**src/rtl/io_port_pkg.sv**
```systemverilog
package io_port_pkg;
  typedef struct packed {
    logic sel_a_n;
    logic sel_b;
    logic mode;
    logic stb;
    logic clr_n;
  } ctrl_t;

  localparam int CTRL_W = $bits(ctrl_t);

  localparam ctrl_t CTRL_IDLE = '{sel_a_n: 1'b1, sel_b: 1'b0, mode: 1'b0,
                                  stb: 1'b0, clr_n: 1'b1};
endpackage

```
**src/rtl/io_sync.sv**
```systemverilog
module io_sync #(
  parameter int             W       = 1,
  parameter int             STAGES  = 2,
  parameter logic [W-1:0]   RST_VAL = '0
) (
  input  logic         clk_i,
  input  logic         rst_ni,
  input  logic [W-1:0] d_i,
  output logic [W-1:0] q_o
);
  logic [STAGES-1:0][W-1:0] stg_q;

  for (genvar g = 0; g < STAGES; g++) begin : g_stage
    if (g == 0) begin : g_first
      always_ff @(posedge clk_i or negedge rst_ni) begin
        if (!rst_ni) stg_q[g] <= RST_VAL;
        else         stg_q[g] <= d_i;
      end
    end else begin : g_next
      always_ff @(posedge clk_i or negedge rst_ni) begin
        if (!rst_ni) stg_q[g] <= RST_VAL;
        else         stg_q[g] <= stg_q[g-1];
      end
    end
  end

  assign q_o = stg_q[STAGES-1];
endmodule

```
**src/rtl/io_data_latch.sv**
```systemverilog
module io_data_latch #(
  parameter int W = 8
) (
  input  logic         clk_i,
  input  logic         rst_ni,
  input  logic         lc_i,
  input  logic         clr_ni,
  input  logic [W-1:0] d_i,
  output logic [W-1:0] y_o
);
  logic [W-1:0] hold_q;

  always_ff @(posedge clk_i or negedge rst_ni) begin
    if (!rst_ni)      hold_q <= '0;
    else if (lc_i)    hold_q <= d_i;
    else if (!clr_ni) hold_q <= '0;
  end

  assign y_o = lc_i ? d_i : hold_q;

  AST_LOAD_OPEN: assert property (@(posedge clk_i) disable iff (!rst_ni)
    lc_i |=> hold_q == $past(d_i));
  AST_HOLD_SHUT: assert property (@(posedge clk_i) disable iff (!rst_ni)
    (!lc_i && clr_ni) |=> $stable(hold_q));
  AST_CLR_SHUT: assert property (@(posedge clk_i) disable iff (!rst_ni)
    (!lc_i && !clr_ni) |=> hold_q == '0);
endmodule

```
**src/rtl/io_srq.sv**
```systemverilog
module io_srq (
  input  logic clk_i,
  input  logic rst_ni,
  input  logic stb_i,
  input  logic sel_i,
  input  logic clr_ni,
  output logic pend_o
);
  logic stb_d_q;
  logic fall;
  logic drop;
  logic pend_q;

  always_ff @(posedge clk_i or negedge rst_ni) begin
    if (!rst_ni) stb_d_q <= 1'b0;
    else         stb_d_q <= stb_i;
  end

  assign fall = stb_d_q & ~stb_i;
  assign drop = sel_i | ~clr_ni;

  always_ff @(posedge clk_i or negedge rst_ni) begin
    if (!rst_ni)   pend_q <= 1'b0;
    else if (drop) pend_q <= 1'b0;
    else if (fall) pend_q <= 1'b1;
  end

  assign pend_o = pend_q;

  AST_FALL_SETS: assert property (@(posedge clk_i) disable iff (!rst_ni)
    ($fell(stb_i) && sel_i == 1'b0 && clr_ni) |=> pend_o);
  AST_DROP_WINS: assert property (@(posedge clk_i) disable iff (!rst_ni)
    (sel_i || !clr_ni) |=> !pend_o);
  AST_NO_SPUR: assert property (@(posedge clk_i) disable iff (!rst_ni)
    $rose(pend_o) |-> $past(stb_d_q) && !$past(stb_i));
endmodule

```
**src/rtl/strobed_io_port.sv**
```systemverilog
module strobed_io_port
  import io_port_pkg::*;
#(
  parameter int DATA_W      = 8,
  parameter int SYNC_STAGES = 2
) (
  input  logic              clk_i,
  input  logic              rst_ni,
  input  logic              sel_a_ni,
  input  logic              sel_b_i,
  input  logic              mode_i,
  input  logic              stb_i,
  input  logic              clr_ni,
  input  logic [DATA_W-1:0] data_i,
  output logic [DATA_W-1:0] data_o,
  output logic              data_oe_o,
  output logic              irq_no
);
  ctrl_t ctrl_raw;
  ctrl_t ctrl_s;
  logic  sel_s;
  logic  lc;
  logic  pend;

  assign ctrl_raw = '{sel_a_n: sel_a_ni, sel_b: sel_b_i, mode: mode_i,
                      stb: stb_i, clr_n: clr_ni};

  io_sync #(.W(CTRL_W), .STAGES(SYNC_STAGES), .RST_VAL(CTRL_IDLE)) u_sync (
    .clk_i  (clk_i),
    .rst_ni (rst_ni),
    .d_i    (ctrl_raw),
    .q_o    (ctrl_s)
  );

  assign sel_s = ~ctrl_s.sel_a_n & ctrl_s.sel_b;
  assign lc    = ctrl_s.mode ? sel_s : ctrl_s.stb;

  io_data_latch #(.W(DATA_W)) u_latch (
    .clk_i  (clk_i),
    .rst_ni (rst_ni),
    .lc_i   (lc),
    .clr_ni (ctrl_s.clr_n),
    .d_i    (data_i),
    .y_o    (data_o)
  );

  io_srq u_srq (
    .clk_i  (clk_i),
    .rst_ni (rst_ni),
    .stb_i  (ctrl_s.stb),
    .sel_i  (sel_s),
    .clr_ni (ctrl_s.clr_n),
    .pend_o (pend)
  );

  assign data_oe_o = ctrl_s.mode | sel_s;
  assign irq_no    = ~(pend | sel_s);

  AST_OE_MODE: assert property (@(posedge clk_i) disable iff (!rst_ni)
    ctrl_s.mode |-> data_oe_o);
  AST_IRQ_SEL: assert property (@(posedge clk_i) disable iff (!rst_ni)
    sel_s |-> !irq_no);
  AST_IRQ_QUIET: assert property (@(posedge clk_i) disable iff (!rst_ni)
    (!pend && !sel_s) |-> irq_no);
  AST_RST_IRQ: assert property (@(posedge clk_i)
    !rst_ni |-> irq_no && !data_oe_o);
endmodule

```
**config.mk**
```make
export PLATFORM = sky130hd
export DESIGN_NAME = strobed_io_port
export DESIGN_NICKNAME = d
export VERILOG_FILES = /design/src/rtl/io_port_pkg.sv /design/src/rtl/io_sync.sv /design/src/rtl/io_data_latch.sv /design/src/rtl/io_srq.sv /design/src/rtl/strobed_io_port.sv
export SDC_FILE = /design/constraint.sdc
export NUM_CORES = 1
export LEC_CHECK = 0
export BUFFER_PORTS_ARGS = -buffer_cell sky130_fd_sc_hd__buf_4
export CAP_MARGIN = 20
export CELL_PAD_IN_SITES_DETAIL_PLACEMENT = 0
export CELL_PAD_IN_SITES_GLOBAL_PLACEMENT = 1
export CORE_UTILIZATION = 35
export CTS_CLUSTER_DIAMETER = 150
export CTS_CLUSTER_SIZE = 40
export DETAILED_ROUTE_END_ITERATION = 10
export PLACE_DENSITY = 0.72
export SETUP_SLACK_MARGIN = 0.05
export SYNTH_ARGS = -nofsm -noshare
export SYNTH_HDL_FRONTEND = slang
export SYNTH_HIERARCHICAL = 1
export SYNTH_SLANG_ARGS = --single-unit
```
**constraint.sdc**
```tcl
create_clock -name clk_i -period 4.1 [get_ports clk_i]
set_input_delay 0.82 -clock clk_i [delete_from_list [all_inputs] [get_ports clk_i]]
set_output_delay 0.82 -clock clk_i [all_outputs]
set_load 0.03 [all_outputs]
```
# Word-level counts from Yosys, hierarchy flattened

Cells that the tools add are included.

Eq/ne operators: 1
Multiplexer cells: 6
Bitwise gates (word level): 9
Reductions and logical operators: 1

Operator list:

| kind                 | number |
|---|---|
| $mux W8              | 3 |
| $not A1 Y1           | 4 |
| $mux W1              | 3 |
| $or A1 B1 Y1         | 3 |
| $and A1 B1 Y1        | 2 |
| $ne A2 B1 Y1 const B | 1 |
| $reduce_bool A2 Y1   | 1 |

Bits in registers: 20
Bits of input ports: 15
Logic and storage cells: 22

# Logic depth before layout (Yosys ltp)

Depth after elaboration: 4
Mapped depth: 7
Depth with buffers taken out: 4

# Modules after synthesis

Netlist, hierarchy kept.

By module, submodules not included:

| module          | instances | cells each | area an instance (um2) |
|---|---|---|---|
| io_data_latch   | 1         | 28         | 410.4 |
| io_sync         | 1         | 15         | 292.8 |
| io_srq          | 1         | 5          | 70.1 |
| strobed_io_port | 1         | 4          | 38.8 |

# Worst setup path before layout

Ideal clock, no wire load.

Path type: flip-flop to output port
Start point: reg u_sync.stg_q, in the netlist u_sync/q_o[4]
End point: out data_o[3]
Arrival time: 1489 ps
Required time: 3280 ps
Path slack: 1791 ps
Cell stages (with the launch flop): 7
Path buffers: 3
Cell sequence: dfstp_2 buf_4 nor2b_4 mux2_4 buf_6 buf_6 mux2_4

Cells in the longest elaborated chain, start to end: 4

RTL lines:

| element                         | line                  | source |
|---|---|---|
| start, declared                 | io_sync.sv:11         | `logic [STAGES-1:0][W-1:0] stg_q;` |
| start signal, assigned by index | io_sync.sv:22         | `else stg_q[g] <= stg_q[g-1];` |
| $not A1 Y1                      | strobed_io_port.sv:35 | `assign sel_s = ~ctrl_s.sel_a_n & ctrl_s.sel_b;` |
| $and A1 B1 Y1                   | strobed_io_port.sv:35 |  |
| net sel_s                       | strobed_io_port.sv:21 | `logic sel_s;` |
| $mux W1                         | strobed_io_port.sv:36 | `assign lc = ctrl_s.mode ? sel_s : ctrl_s.stb;` |
| net lc                          | strobed_io_port.sv:22 | `logic lc;` |
| $mux W8                         | io_data_latch.sv:19   | `assign y_o = lc_i ? d_i : hold_q;` |
| end, declared                   | strobed_io_port.sv:15 | `output logic [DATA_W-1:0] data_o,` |

The timed path passes the listed nets, and every way through them passes these cells.

# Worst setup path in the final report

Start point: reg u_sync.stg_q, in the netlist u_sync/q_o[4]
End point: out data_o[5]

Same word-level chain as after synthesis.

==> flow_summary.toml <==
[status]
outcome = "completed"

[layout]
drive_gt1_share_pct = 59.7
area_growth_syn_to_layout_pct = 24.2
final_util_pct = 46.0
num-fill-cells = 204
nNetsFinal = 88
antenna_cells = 0

[detailed_routing]
wl_um = 1140
viasPerCell = 4.48
vias = 448
post_drt_wl_per_cell_um = 11.4
drt_iter0_drc = 5
drt_pre_antenna_iters = 4
drc = 0
postRouteAntennaNets = 0

[die]
die_w_um = 50.2
start_util_pct = 37.1
ioPinCount = 25
dieArea_um2 = 2520
num_rows = 17
core-area_um2 = 2190
die-height_um = 50.2

[clocking]
cts_tree = "yes"
cts_hold_buf = 0
htree_levels = 1
cts_buffers = 3
cts_resized = 0
root_buffer = "clkbuf_4"
cts_buffer_depth = 2
path_clk_slew_ns = 0.11
clkLatencyLatePin_ns = 0.30
post_cts_buffers = 0
cts_sinks = 20

[logic_synthesis]
muxShareOfSynthArea_pct = 13.9
synthArstFlopShare_pct = 100
yosysSeqAreaShare_pct = 62.2
synth_top_family_by_area = "multiplexers"
synth_common_cells = "dfrtp_1 (16), a22o_1 (8), mux2_2 (6), buf_4 (5), dfstp_2 (4)"
synth-xor-area-share_pct = 0
synth_top_area_share_pct = 49.3
synth_warnings = 6
synth.avg_cell_area_um2 = 15.6
synth_edf_count = 0
synthSimpleGateAreaFrac_pct = 4.78
synth_cell_types = 14
synthFlopType = "dfrtp_1"
ys_seq_elements = 20
yosysMostFrequentCell = "dfrtp_1"
mappedNetlistNets = 67
synthTopCellsByArea = "dfrtp_1 (49%), dfstp_2 (13%), a22o_1 (8.6%)"
synthAdderAreaFrac_pct = 0
synthCells = 52
synth_area_um2 = 812
yosysTopAreaCell = "dfrtp_1"
synth_compound_area_share_pct = 9.86

[power_and_ir_drop]
ir_drop_v = 0.000251
p_leak_nw = 0.496
power.density_nw_per_um2 = 453

[setup_path]
crit_cells = 4
critPathKind = "reg2out"
endpoint_kind = "primary output"
cp_slowest_cell = "dfstp_2"
crit_top_cell = "mux2_4"
reg2reg_from = "u_sync/q_o[4]"
crit_chain = "nor2b_4, mux2_4, mux2_4, buf_4"
r2r_end = "u_latch/hold_q[7]"
reg2reg_depth = 4
cp-start-kind = "flop"
setup.worst_path.end = "data_o[5]"
critPathArrivalTime_ns = 1.75
crit_required_ns = 3.28
crit_path_start = "u_sync/q_o[4]"
crit_family = "multiplexers"
critPathBufInv = 1
max_stage_delay_ns = 0.56
path_max_fanout = 17
ff2ff_setup_slack_ns = 2.55

[placed_design]
port_buffers = 24
pre_cts_ws_ns = 1.86
hpwlAfterDp_um = 861
gp_congestion = 0.653

[timing]
fin_skew_ns = 0.0126
setup_viol = 0
hold_viol = 0
slew_violations = 0
holdWs_ns = 0.348
slew-limit-headroom_pct = 76.9
period_share_pct = 62.7
post-route-worst-setup-slack_ns = 1.53
fin_setup_tns_ns = 0
rsz0062_at_grt = "false"
tightest_slew_ns = 0.344
fmax_ghz = 0.389
layout_min_cycle_time_ns = 2.57

[hold_path]
hp-class = "reg2reg"
whs_path_depth = 0

[global_routing]
grt_pass1_vias = 454
grt_max_degree = 21
track_usage_pct = 10.5
antenna_found_initial = 0
grt_overflow = 0
grt_pass1_wl_um = 1970

[job]
max_cap_violations = 0
[routing by layer]
layer / share of wire, % / vias to the layer above / global-route usage, %
met5: 0 / - / 0
met4: 0 / 0 / 2.86
met3: 4.3 / 0 / 3.64
met2: 51 / 14 / 16.9
met1: 44 / 219 / 13.4
li1: - / 215 / -
[where the power goes]
group	internal (mW)	total [mW]	leakage, nW	switching (mW)
registers	0.212	0.218	0.240	0.00616
clock network	0.0988	0.156	0.0279	0.0577
logic	0.0399	0.0822	0.227	0.0423
[kinds of logic (layout without fill, tap and decap cells)]
kind of cell / count (synthesis) / in the layout
AO/OA/AOI/OAI: 9 / 9
multiplexers: 9 / 9
AND/OR/NAND/NOR: 5 / 5
flip-flops: 20 / 20
buffers and inverters: 9 / 29
[cell type report]
type,instances,area (um^2),share of cell area (%)
repair buffers,24,180,17.9
well taps,28,35.0,3.47
flip-flops and latches,20,505,50.1
clock inverters,1,30.0,2.98
inverters,1,3.75,0.372
clock buffers,3,22.5,2.23
multi-input cells,23,231,23.0
[worst min-delay path by stage]
stage	slack [ns]	to	from
2_1_floorplan	0.33	u_sync/q_o[1]	u_sync/stg_q[1]
3_3_place_gp	0.33	u_sync/q_o[1]	u_sync/stg_q[1]
3_5_place_dp	0.34	u_sync/q_o[2]	u_sync/stg_q[2]
4_1_cts	0.35	u_sync/q_o[4]	u_sync/stg_q[4]
5_1_grt	0.36	u_latch/hold_q[4]	rst_ni
6_report	0.35	u_sync/q_o[4]	u_sync/stg_q[4]
[layout by cell type, fill, tap and decap left out, drive strengths merged]
cell type and count:
nor2 1, bufinv 1, buf 24, dfrtp 16, o211a 1, dfstp 4, a22o 8, mux2 9
inv 1, or2 1, nor2b 3, clkbuf 3
[sequential cells by signal, indices dropped and copies added, names as in the netlist]
name	flops
u_sync/q_o	5
u_latch/hold_q	8
u_srq/stb_d_q	1
u_sync/stg_q	5
u_srq/pend_o	1
[metrics by stage]
step	instance area (um^2)	total power, mW	instances
3_3_place_gp	956	0.303	96
6_report	1010	0.457	100
4_1_cts	1010	0.464	100
3_5_place_dp	956	0.305	96
2_1_floorplan	812	0.278	52
5_1_grt	1010	0.480	100
No activity file was read; power rests on OpenSTA's default activity.
